==> src/rtl/exc_dispatch_pkg.sv <==
package exc_dispatch_pkg;

  localparam int LVL_W = 4;

  typedef struct packed {
    logic             um;
    logic             excm;
    logic [LVL_W-1:0] intlevel;
  } ps_t;

  localparam int PS_W = $bits(ps_t);

  // vector one-hot bit positions
  localparam int VEC_USER   = 0;
  localparam int VEC_KERNEL = 1;
  localparam int VEC_DOUBLE = 2;
  localparam int VEC_DEBUG  = 3;

  // register select map
  localparam int SEL_STATUS   = 0;
  localparam int SEL_CAUSE    = 1;
  localparam int SEL_VADDR    = 2;
  localparam int SEL_DEPC     = 3;
  localparam int SEL_DBGCAUSE = 4;
  localparam int SEL_EPC_BASE = 8;
  localparam int SEL_EPS_BASE = 16;

  function automatic logic [3:0] general_vector(input logic excm, input logic um);
    logic [3:0] v;
    v = '0;
    if (excm)    v[VEC_DOUBLE] = 1'b1;
    else if (um) v[VEC_USER]   = 1'b1;
    else         v[VEC_KERNEL] = 1'b1;
    return v;
  endfunction

endpackage

==> src/rtl/exc_arbiter.sv <==
module exc_arbiter
  import exc_dispatch_pkg::*;
#(
  parameter int DEBUG_LEVEL = 6
) (
  input  logic       raise_gen,
  input  logic       raise_dbg,
  input  ps_t        cur_ps,
  output logic       take_gen,
  output logic       take_dbg,
  output logic       drop_gen,
  output logic [3:0] vec_next
);

  logic dbg_allowed;

  assign dbg_allowed = cur_ps.intlevel < LVL_W'(DEBUG_LEVEL);
  assign take_dbg    = raise_dbg && dbg_allowed;
  assign take_gen    = raise_gen && !take_dbg;
  assign drop_gen    = raise_gen && take_dbg;

  always_comb begin
    vec_next = '0;
    if (take_dbg)      vec_next[VEC_DEBUG] = 1'b1;
    else if (take_gen) vec_next = general_vector(cur_ps.excm, cur_ps.um);
  end

endmodule

==> src/rtl/exc_save_regs.sv <==
module exc_save_regs
  import exc_dispatch_pkg::*;
#(
  parameter int DATA_W      = 32,
  parameter int CAUSE_W     = 6,
  parameter int NUM_LEVELS  = 7,
  parameter int DEBUG_LEVEL = 6,
  parameter bit HAS_DEPC    = 1'b1,
  parameter int SEL_W       = 5
) (
  input  logic               clk,
  input  logic               rst_n,
  input  logic               take_gen,
  input  logic               take_dbg,
  input  logic               with_vaddr,
  input  logic [DATA_W-1:0]  fault_pc,
  input  logic [CAUSE_W-1:0] cause,
  input  logic [DATA_W-1:0]  fault_vaddr,
  input  logic [CAUSE_W-1:0] dbg_cause,
  input  logic               sw_we,
  input  logic [SEL_W-1:0]   sw_sel,
  input  logic [DATA_W-1:0]  sw_wdata,
  output ps_t                ps_q,
  output logic [DATA_W-1:0]  sw_rdata
);

  logic [CAUSE_W-1:0] exccause_q;
  logic [DATA_W-1:0]  excvaddr_q;
  logic [DATA_W-1:0]  depc_q;
  logic [CAUSE_W-1:0] dbgcause_q;
  logic [DATA_W-1:0]  epc_q [1:NUM_LEVELS];
  logic [DATA_W-1:0]  eps_q [2:NUM_LEVELS];

  logic [DATA_W-1:0]  status_word;
  logic               to_depc;
  logic               sw_ok;

  assign status_word = DATA_W'(ps_q);
  assign to_depc     = ps_q.excm && HAS_DEPC;
  assign sw_ok       = sw_we && !take_gen && !take_dbg;

  always_ff @(posedge clk or negedge rst_n) begin
    if (!rst_n) begin
      ps_q       <= '0;
      exccause_q <= '0;
      excvaddr_q <= '0;
      dbgcause_q <= '0;
      for (int k = 1; k <= NUM_LEVELS; k++) epc_q[k] <= '0;
      for (int k = 2; k <= NUM_LEVELS; k++) eps_q[k] <= '0;
    end else if (take_dbg) begin
      dbgcause_q         <= dbg_cause;
      epc_q[DEBUG_LEVEL] <= fault_pc;
      eps_q[DEBUG_LEVEL] <= status_word;
      ps_q.intlevel      <= LVL_W'(DEBUG_LEVEL);
      ps_q.excm          <= 1'b1;
    end else if (take_gen) begin
      exccause_q <= cause;
      if (with_vaddr) excvaddr_q <= fault_vaddr;
      if (!to_depc)   epc_q[1]   <= fault_pc;
      ps_q.excm  <= 1'b1;
    end else if (sw_ok) begin
      if (sw_sel == SEL_W'(SEL_STATUS))   ps_q       <= ps_t'(sw_wdata[PS_W-1:0]);
      if (sw_sel == SEL_W'(SEL_CAUSE))    exccause_q <= sw_wdata[CAUSE_W-1:0];
      if (sw_sel == SEL_W'(SEL_VADDR))    excvaddr_q <= sw_wdata;
      if (sw_sel == SEL_W'(SEL_DBGCAUSE)) dbgcause_q <= sw_wdata[CAUSE_W-1:0];
      for (int k = 1; k <= NUM_LEVELS; k++)
        if (sw_sel == SEL_W'(SEL_EPC_BASE + k)) epc_q[k] <= sw_wdata;
      for (int k = 2; k <= NUM_LEVELS; k++)
        if (sw_sel == SEL_W'(SEL_EPS_BASE + k)) eps_q[k] <= sw_wdata;
    end
  end

  generate
    if (HAS_DEPC) begin : g_depc
      always_ff @(posedge clk or negedge rst_n) begin
        if (!rst_n)                                  depc_q <= '0;
        else if (take_gen && !take_dbg && ps_q.excm) depc_q <= fault_pc;
        else if (sw_ok && sw_sel == SEL_W'(SEL_DEPC)) depc_q <= sw_wdata;
      end
    end else begin : g_no_depc
      assign depc_q = '0;
    end
  endgenerate

  always_comb begin
    sw_rdata = '0;
    if (sw_sel == SEL_W'(SEL_STATUS))   sw_rdata = status_word;
    if (sw_sel == SEL_W'(SEL_CAUSE))    sw_rdata = DATA_W'(exccause_q);
    if (sw_sel == SEL_W'(SEL_VADDR))    sw_rdata = excvaddr_q;
    if (sw_sel == SEL_W'(SEL_DEPC))     sw_rdata = depc_q;
    if (sw_sel == SEL_W'(SEL_DBGCAUSE)) sw_rdata = DATA_W'(dbgcause_q);
    for (int k = 1; k <= NUM_LEVELS; k++)
      if (sw_sel == SEL_W'(SEL_EPC_BASE + k)) sw_rdata = epc_q[k];
    for (int k = 2; k <= NUM_LEVELS; k++)
      if (sw_sel == SEL_W'(SEL_EPS_BASE + k)) sw_rdata = eps_q[k];
  end

  // general raise leaves exception mode set and the cause recorded
  assert_excm_after_gen_R4: assert property (@(posedge clk) disable iff (!rst_n)
    take_gen |=> (ps_q.excm && exccause_q == $past(cause)));

  // user mode is never altered by a raise
  assert_um_kept_R4: assert property (@(posedge clk) disable iff (!rst_n)
    (take_gen || take_dbg) |=> ps_q.um == $past(ps_q.um));

  // debug raise lands at the debug level with exception mode set
  assert_dbg_level_R6: assert property (@(posedge clk) disable iff (!rst_n)
    take_dbg |=> (ps_q.intlevel == LVL_W'(DEBUG_LEVEL) && ps_q.excm
                  && eps_q[DEBUG_LEVEL] == $past(status_word)));

endmodule

==> src/rtl/exc_dispatch.sv <==
module exc_dispatch
  import exc_dispatch_pkg::*;
#(
  parameter int DATA_W      = 32,
  parameter int CAUSE_W     = 6,
  parameter int NUM_LEVELS  = 7,
  parameter int DEBUG_LEVEL = 6,
  parameter bit HAS_DEPC    = 1'b1,
  parameter int SEL_W       = 5
) (
  input  logic               clk,
  input  logic               rst_n,
  input  logic               raise_gen,
  input  logic               raise_dbg,
  input  logic               with_vaddr,
  input  logic [DATA_W-1:0]  fault_pc,
  input  logic [CAUSE_W-1:0] cause,
  input  logic [DATA_W-1:0]  fault_vaddr,
  input  logic [CAUSE_W-1:0] dbg_cause,
  input  logic               sw_we,
  input  logic [SEL_W-1:0]   sw_sel,
  input  logic [DATA_W-1:0]  sw_wdata,
  output logic [DATA_W-1:0]  sw_rdata,
  output logic [3:0]         vec_sel,
  output logic               vec_taken,
  output logic               gen_dropped
);

  ps_t        cur_ps;
  logic       take_gen;
  logic       take_dbg;
  logic       drop_gen;
  logic [3:0] vec_next;

  exc_arbiter #(.DEBUG_LEVEL(DEBUG_LEVEL)) u_arb (
    .raise_gen (raise_gen),
    .raise_dbg (raise_dbg),
    .cur_ps    (cur_ps),
    .take_gen  (take_gen),
    .take_dbg  (take_dbg),
    .drop_gen  (drop_gen),
    .vec_next  (vec_next)
  );

  exc_save_regs #(
    .DATA_W(DATA_W), .CAUSE_W(CAUSE_W), .NUM_LEVELS(NUM_LEVELS),
    .DEBUG_LEVEL(DEBUG_LEVEL), .HAS_DEPC(HAS_DEPC), .SEL_W(SEL_W)
  ) u_regs (
    .clk         (clk),
    .rst_n       (rst_n),
    .take_gen    (take_gen),
    .take_dbg    (take_dbg),
    .with_vaddr  (with_vaddr),
    .fault_pc    (fault_pc),
    .cause       (cause),
    .fault_vaddr (fault_vaddr),
    .dbg_cause   (dbg_cause),
    .sw_we       (sw_we),
    .sw_sel      (sw_sel),
    .sw_wdata    (sw_wdata),
    .ps_q        (cur_ps),
    .sw_rdata    (sw_rdata)
  );

  always_ff @(posedge clk or negedge rst_n) begin
    if (!rst_n) begin
      vec_sel     <= '0;
      vec_taken   <= 1'b0;
      gen_dropped <= 1'b0;
    end else begin
      vec_sel     <= vec_next;
      vec_taken   <= take_gen || take_dbg;
      gen_dropped <= drop_gen;
    end
  end

  // one vector bit exactly when a vector is taken
  assert_onehot_vec_R9: assert property (@(posedge clk) disable iff (!rst_n)
    vec_taken |-> $countones(vec_sel) == 1);
  assert_idle_vec_R9: assert property (@(posedge clk) disable iff (!rst_n)
    !vec_taken |-> vec_sel == 4'b0000);

  // a dropped general raise coincides with the debug vector
  assert_drop_debug_R8: assert property (@(posedge clk) disable iff (!rst_n)
    gen_dropped |-> (vec_taken && vec_sel[VEC_DEBUG]));

  // a lone debug raise at or above the debug level is not taken
  assert_dbg_gate_R7: assert property (@(posedge clk) disable iff (!rst_n)
    (raise_dbg && !raise_gen && cur_ps.intlevel >= LVL_W'(DEBUG_LEVEL)) |=> !vec_taken);

  // double vector only when exception mode was already set
  assert_double_R3: assert property (@(posedge clk) disable iff (!rst_n)
    (vec_taken && vec_sel[VEC_DOUBLE]) |-> $past(cur_ps.excm));

endmodule

==> config.mk <==
export PLATFORM = sky130hd
export DESIGN_NAME = exc_dispatch
export DESIGN_NICKNAME = d
export VERILOG_FILES = /design/src/rtl/exc_dispatch_pkg.sv /design/src/rtl/exc_arbiter.sv /design/src/rtl/exc_save_regs.sv /design/src/rtl/exc_dispatch.sv
export SDC_FILE = /design/constraint.sdc
export NUM_CORES = 1
export LEC_CHECK = 0
export BUFFER_PORTS_ARGS = -buffer_cell sky130_fd_sc_hd__clkbuf_2
export CORE_MARGIN = 3
export CORE_UTILIZATION = 50
export DETAILED_ROUTE_END_ITERATION = 16
export PLACE_DENSITY = 0.68
export SLEW_MARGIN = 5
export SYNTH_ARGS = -nofsm -noshare
export SYNTH_HDL_FRONTEND = slang
export SYNTH_SLANG_ARGS = --single-unit
==> constraint.sdc <==
create_clock -name clk -period 2.5 [get_ports clk]
set_clock_uncertainty 0.15 [all_clocks]
set_input_delay 0.125 -clock clk [delete_from_list [all_inputs] [get_ports clk]]
set_output_delay 0.125 -clock clk [all_outputs]
set_load 0.1 [all_outputs]
==> results.json, run 1 <==
{
  "setup_violations": 5,
  "fin_util_pct": 65.1,
  "clkLatencyLatePin_ns": 0.60,
  "synthTopCellsByArea": "dfrtp_1, mux2_2, nand2_1, mux2i_1, o21ai_0",
  "nNetsFinal": 2742,
  "rrSetupSlack_ns": 0.05,
  "leakagePower_nw": 14.4,
  "synth-seq-area-share_pct": 50.2,
  "violations": "negative setup slack",
  "synth_warnings": 0,
  "grt.total_usage_pct": 34.3,
  "ir_drop_uv": 529,
  "drive_gt1_share_pct": 34.5,
  "power_density_nw_per_um2": 752,
  "async_flop_share_pct": 100,
  "tightest_slew_ns": 0.572,
  "finalInstanceArea_sq_um": 32100,
  "synth_common_cells": "dfrtp_1, mux2_2, nand2_1, o21ai_0, nor2_1",
  "grt_pass1_vias": 21500,
  "die_x_microns": 230,
  "die_h_microns": 230,
  "critPathRequiredTime_ns": 2.23,
  "io_pins": 157,
  "cts.sinks": 504,
  "criticalPathCategory": "reg -> out",
  "multi_input_area_sq_um": 11800,
  "synthFlopType": "dfrtp_1",
  "core_area_sq_um": 49300,
  "overflow": 0,
  "drtAntennaViolNets": 0,
  "cp.arrival_ns": 2.30,
  "vias": 21400,
  "grt_pass1_wl_mm": 136,
  "cp-start-kind": "flip-flop",
  "dp_slack_ns": -0.186,
  "synthesis.area_sq_um": 25100,
  "hold_viol_final": 0,
  "finalCriticalPeriod_ns": 2.58,
  "drt_iter0_markers": 2427,
  "final_max_slew_viol_count": 0,
  "fin_crit_sh_pct": 103,
  "clk_path_buf_depth": 3,
  "firstDrtPassIters": 6,
  "antenna_found_initial": 2,
  "gp_congestion": 0.933,
  "io_buffers": 156,
  "synth_cells": 2268,
  "area_growth_pct": 27.7,
  "relSlewSlack_pct": 61.9,
  "placed_area_sq_um": 28300,
  "drc": 0,
  "yosys.area.top_type_share_pct": 50.2,
  "maxCapViolCount": 0,
  "synth_area_per_cell_sq_um": 11.1,
  "row_count": 81,
  "post_drt_wl_per_cell_microns": 27.9,
  "vias_per_cell": 6.42,
  "fin_hold_ws_ns": 0.0623,
  "synth.distinct_cells": 88,
  "place_hpwl_mm": 59.8,
  "setup_ws_ns": -0.0756,
  "endpoint_kind": "output pin",
  "grt_max_degree": 102,
  "cts_tree": "built",
  "yosysMostFrequentCell": "dfrtp_1",
  "clk_pin_slew_ns": 0.06,
  "outcome": "finished with violations",
  "synth_edf_count": 0,
  "yosysTopAreaCell": "dfrtp_1",
  "cp_max_fo": 2,
  "rsz0062_at_grt": "true",
  "clock.fmax_mhz": 388,
  "die_area_sq_um": 52900,
  "synth_fp_nets": 2387,
  "cts_htree_levels": 2,
  "synth-seq-cells": 504,
  "fill_cells": 3745,
  "seq_area_sq_um": 12600,
  "drt-total-wl_mm": 92.8,
  "hold_class": "in -> async",
  "cts_buffers": 54,
  "cts_root_buf": "clkbuf_16",
  "start_util_pct": 51.0
}
==> stage by stage <==
stage	std cells	setup TNS, ns	power, W
4_1_cts	3310	-0.381	0.0239
3_3_place_gp	3073	-1.11	0.0152
3_5_place_dp	3073	-1.24	0.0154
5_1_grt	3327	-0.597	0.0250
2_1_floorplan	2268	-0.765	0.0134
6_report	3329	-0.188	0.0241
==> layout make-up <==
type                    instances  area share (%)
clock buffers                  84            5.07
clock inverters                12           0.597
repair buffers                510            15.2
flip-flops and latches        504            39.4
inverters                      15           0.187
well taps                     664            2.59
multi-input cells            1538            37.0
diodes                          2          0.0156
==> report_power, final <==
part           internal [W]  switching [W]
sequential          0.00966        0.00101
clock               0.00495        0.00332
combinational       0.00229        0.00286
==> metal layers <==
layer	GRT usage, %	wire length [microns]	vias up
li1	-	-	8952
met1	46.3	36600	10800
met2	53.2	41600	1312
met3	7.67	9700	271
met4	15.2	4800	0
met5	0	0	-
==> what timing repair did <==
action,4_1_cts,5_1_grt
hold endpoints to repair,992,0
buffers inserted,5,15
hold buffers,136,0
gates resized for setup,33,45
endpoints found under the setup margin,21,53
gates cloned,0,2
pin swaps,24,17
==> kinds of logic after synthesis <==
family                 after synthesis  synth area share (%)
AO/OA/AOI/OAI                      547                  14.5
AND/OR/NAND/NOR                    546                  10.1
flip-flops                         504                  50.2
multiplexers                       445                  20.3
buffers and inverters              226                  4.75
==> registers in the layout, summed over array words and instances, names as in the netlist <==
signal             count
u_regs.exccause_q      6
u_regs.eps_q         192
gen_dropped            1
u_regs.dbgcause_q      6
u_regs.to_depc         1
vec_sel                4
u_regs.depc_q         32
u_regs.ps_q            5
vec_taken              1
u_regs.epc_q         224
u_regs.excvaddr_q     32
==> critical path, stage by stage, from the launching register on <==
cell and delay (ns):
dfrtp_1 0.40, mux2_2 0.26, a22o_1 0.17, a222oi_1 0.27, a21oi_1 0.12, a211o_1 0.29
buf_12 0.18
==> path summary, 6_finish.rpt <==
kind / from / endpoint / cells after the start
setup / recovery: u_regs.epc_q[191] / sw_rdata[31] / 6
hold / removal: rst_n / u_regs.epc_q[129] / 3
setup reg to reg: u_regs.ps_q[3] / u_regs.excvaddr_q[6] / 8
hold reg to reg: u_regs.eps_q[60] / u_regs.eps_q[60] / 2
max in group asynchronous: rst_n / u_regs.eps_q[174] / 3
min in group clk: sw_we / u_regs.dbgcause_q[2] / 5
==> cell usage in the layout (no fill, tap or decap), types with 13 or more instances in the layout <==
master,n
a221o_1,13
nor2b_1,14
buf_4,171
o21ai_1,16
a31oi_1,67
nor3_1,14
buf_12,71
clkbuf_2,118
clkbuf_16,58
nand2_1,261
nand2b_1,17
and3_1,20
a22o_1,16
clkbuf_1,15
dfrtp_1,504
mux2_2,323
a21oi_1,60
o21ai_0,141
dlygate4sd3_1,135
a22oi_1,20
nor2_1,123
o22ai_1,38
mux2i_1,95
nand3_1,17
mux4_2,19
clkbuf_8,14
Power figures use the tool's default switching activity.
==> run 2, diff against run 1 <==
Settings changed: BUFFER_PORTS_ARGS -buffer_cell sky130_fd_sc_hd__clkbuf_2 to not set, CTS_BUF_LIST set to sky130_fd_sc_hd__clkbuf_16, DONT_BUFFER_PORTS set to 1, PLACE_DENSITY 0.68 to not set.
Clock period 2.5 ns to 3.1 ns, I/O delays scaled along.
==> run 2 against run 1 <==
  * The flow finishes with violations (negative hold slack)
  * Total power is 22% lower
  * Clock-buffer cell count is 28 lower
  * Setup slack better by 0.15 ns
  * Sequential cell count stayed put
  * Combinational power is 29% lower
  * Critical path type is now reg -> reg
  * Largest power group unchanged
==> results.json, run 2 (same netlist as run 1, synthesis figures left out) <==
{
  "clk_path_buf_depth": 3,
  "cts_tree": "built",
  "worst_path_largest_cell_delay_ns": 0.59,
  "final_max_slew_viol_count": 0,
  "nNetsFinal": 2544,
  "grt.total_usage_pct": 34.4,
  "p_int_w": 0.0134,
  "cp.arrival_ns": 3.37,
  "drive_gt1_share_pct": 25.0,
  "row_count": 81,
  "postCtsHoldBufs": 185,
  "cp-start-kind": "flip-flop",
  "p_seq_share_pct": 45.5,
  "cp_max_fo": 19,
  "hold_viol_final": 504,
  "core_area_sq_um": 49300,
  "ir_drop_uv": 403,
  "cpMaxStageDelayCell": "clkinv_1",
  "final_common_cell": "dfrtp_1",
  "clkLatencyLatePin_ns": 0.62,
  "start_util_pct": 51.0,
  "grt_pass1_wl_mm": 137,
  "cts_root_buf": "clkbuf_16",
  "critPathRequiredTime_ns": 3.44,
  "path_cells": "nand2_1 > nand2_4 > clkinv_1 > buf_4 > a221o_1 > dlygate4sd3_1",
  "leakagePower_nw": 13.3,
  "final_cell_mix": "dfrtp_1, mux2_2, nand2_1",
  "timing.setup.tns_ns": 0,
  "fin_crit_sh_pct": 97.7,
  "regMostFlops": "u_regs.epc_q",
  "clkPwrFrac_pct": 35.1,
  "relSlewSlack_pct": 2.73,
  "p_comb_share_pct": 19.5,
  "clk_pin_slew_ns": 0.06,
  "fin_hold_ws_ns": -0.914,
  "io_buffers": 0,
  "setup_violations": 0,
  "place_hpwl_mm": 54.0,
  "outcome": "finished with violations",
  "vias_per_cell": 6.53,
  "grt_pass1_vias": 20500,
  "maxCapViolCount": 0,
  "die_h_microns": 230,
  "endpoint_kind": "flip-flop",
  "hold_class": "in -> async",
  "rsz0062_at_grt": "true",
  "cts_buffers": 55,
  "die_area_sq_um": 52900,
  "largest_reg_flops": 224,
  "drtAntennaViolNets": 0,
  "reg_top3": "u_regs.epc_q x224, u_regs.eps_q x192",
  "die_x_microns": 230,
  "p_sw_w": 0.00550,
  "grt_max_degree": 505,
  "antenna_found_initial": 3,
  "vias": 20500,
  "cts.sinks": 504,
  "tightest_slew_ns": 1.46,
  "violations": "negative hold slack",
  "finalCriticalPeriod_ns": 3.03,
  "overflow": 0,
  "io_pins": 157,
  "gp_congestion": 0.932,
  "reg2reg_depth": 6,
  "clock.fmax_mhz": 330,
  "drc": 0,
  "fill_cells": 4079,
  "criticalPathCategory": "reg -> reg",
  "drt-total-wl_mm": 91.5,
  "power.total_w": 0.0189,
  "drt_iter0_markers": 2426,
  "area_growth_pct": 20.0,
  "cts_htree_levels": 2,
  "post_drt_wl_per_cell_microns": 29.2,
  "firstDrtPassIters": 8,
  "power_density_nw_per_um2": 627,
  "swShare_pct": 29.1
}
==> run 2: repair_timing <==
item / 4_1_cts / 5_1_grt
hold endpoints to repair: 1006 / 504
buffers inserted: 0 / 2
endpoints found under the setup margin: 0 / 53
resized for setup: 0 / 3
==> run 2: worst max-delay path: cells and delay by family (launching register included) <==
| kind | cells | cell delay [ns] |
|---|---|---|
| buffers and inverters | 3 | 1.61 |
| and+or+nand+nor | 2 | 0.39 |
| AOI/OAI and AO/OA | 1 | 0.37 |
| DFF | 1 | 0.38 |
==> run 2: layout make-up <==
type	count	area, sq um	area share, %
inverter	15	56.3	0.187
timing repair buffer	310	3260	10.8
clock inverter	46	387	1.28
clock buffer	56	1400	4.65
tap	664	831	2.76
antenna	3	7.51	0.0249
multi-input combinational	1539	11600	38.4
sequential	504	12600	41.9
==> run 2: per-stage QoR <==
step | hold WS, ns | setup WS [ns] | cell area (sq um) | instances | util [%]
detailed placement | -0.256 | 0.261 | 26400 | 2844 | 53.7
global route | -0.929 | -0.0387 | 30100 | 3136 | 61.1
floorplan | -0.291 | 0.0560 | 25200 | 2268 | -
finish | -0.914 | 0.0710 | 30100 | 3137 | 61.2
CTS | -0.919 | 0.0216 | 30100 | 3131 | 61.1
global placement | -0.256 | 0.373 | 26400 | 2844 | 53.7
==> run 2: power by group through the flow <==
stage | clock network [W] | logic, W | registers, W
floorplan | 0 | 0.00242 | 0.00839
global placement | 0 | 0.00303 | 0.00860
detailed placement | 0 | 0.00311 | 0.00865
CTS | 0.00668 | 0.00360 | 0.00854
global route | 0.00694 | 0.00395 | 0.00869
finish | 0.00662 | 0.00367 | 0.00858
==> run 2: final timing paths <==
path / startpoint / endpoint / slack, ns
max: u_regs.ps_q[1] / u_regs.dbgcause_q[1] / 0.07
min: rst_n / u_regs.eps_q[73] / -0.91
max reg2reg: u_regs.ps_q[1] / u_regs.dbgcause_q[1] / 0.07
min reg2reg: u_regs.eps_q[55] / u_regs.eps_q[55] / 0.33
max in group asynchronous: rst_n / u_regs.eps_q[156] / 2.53
min in group clk: sw_sel[4] / u_regs.ps_q[3] / 0.04
==> run 2: metal layers <==
metal  GRT usage, %  vias to the layer above  wire (microns)
li1               -                     8585               -
met5              0                        -               0
met2           52.3                     1156           40900
met3           7.72                      223            9400
met4           13.4                        0            3800
met1           48.2                    10500           37400
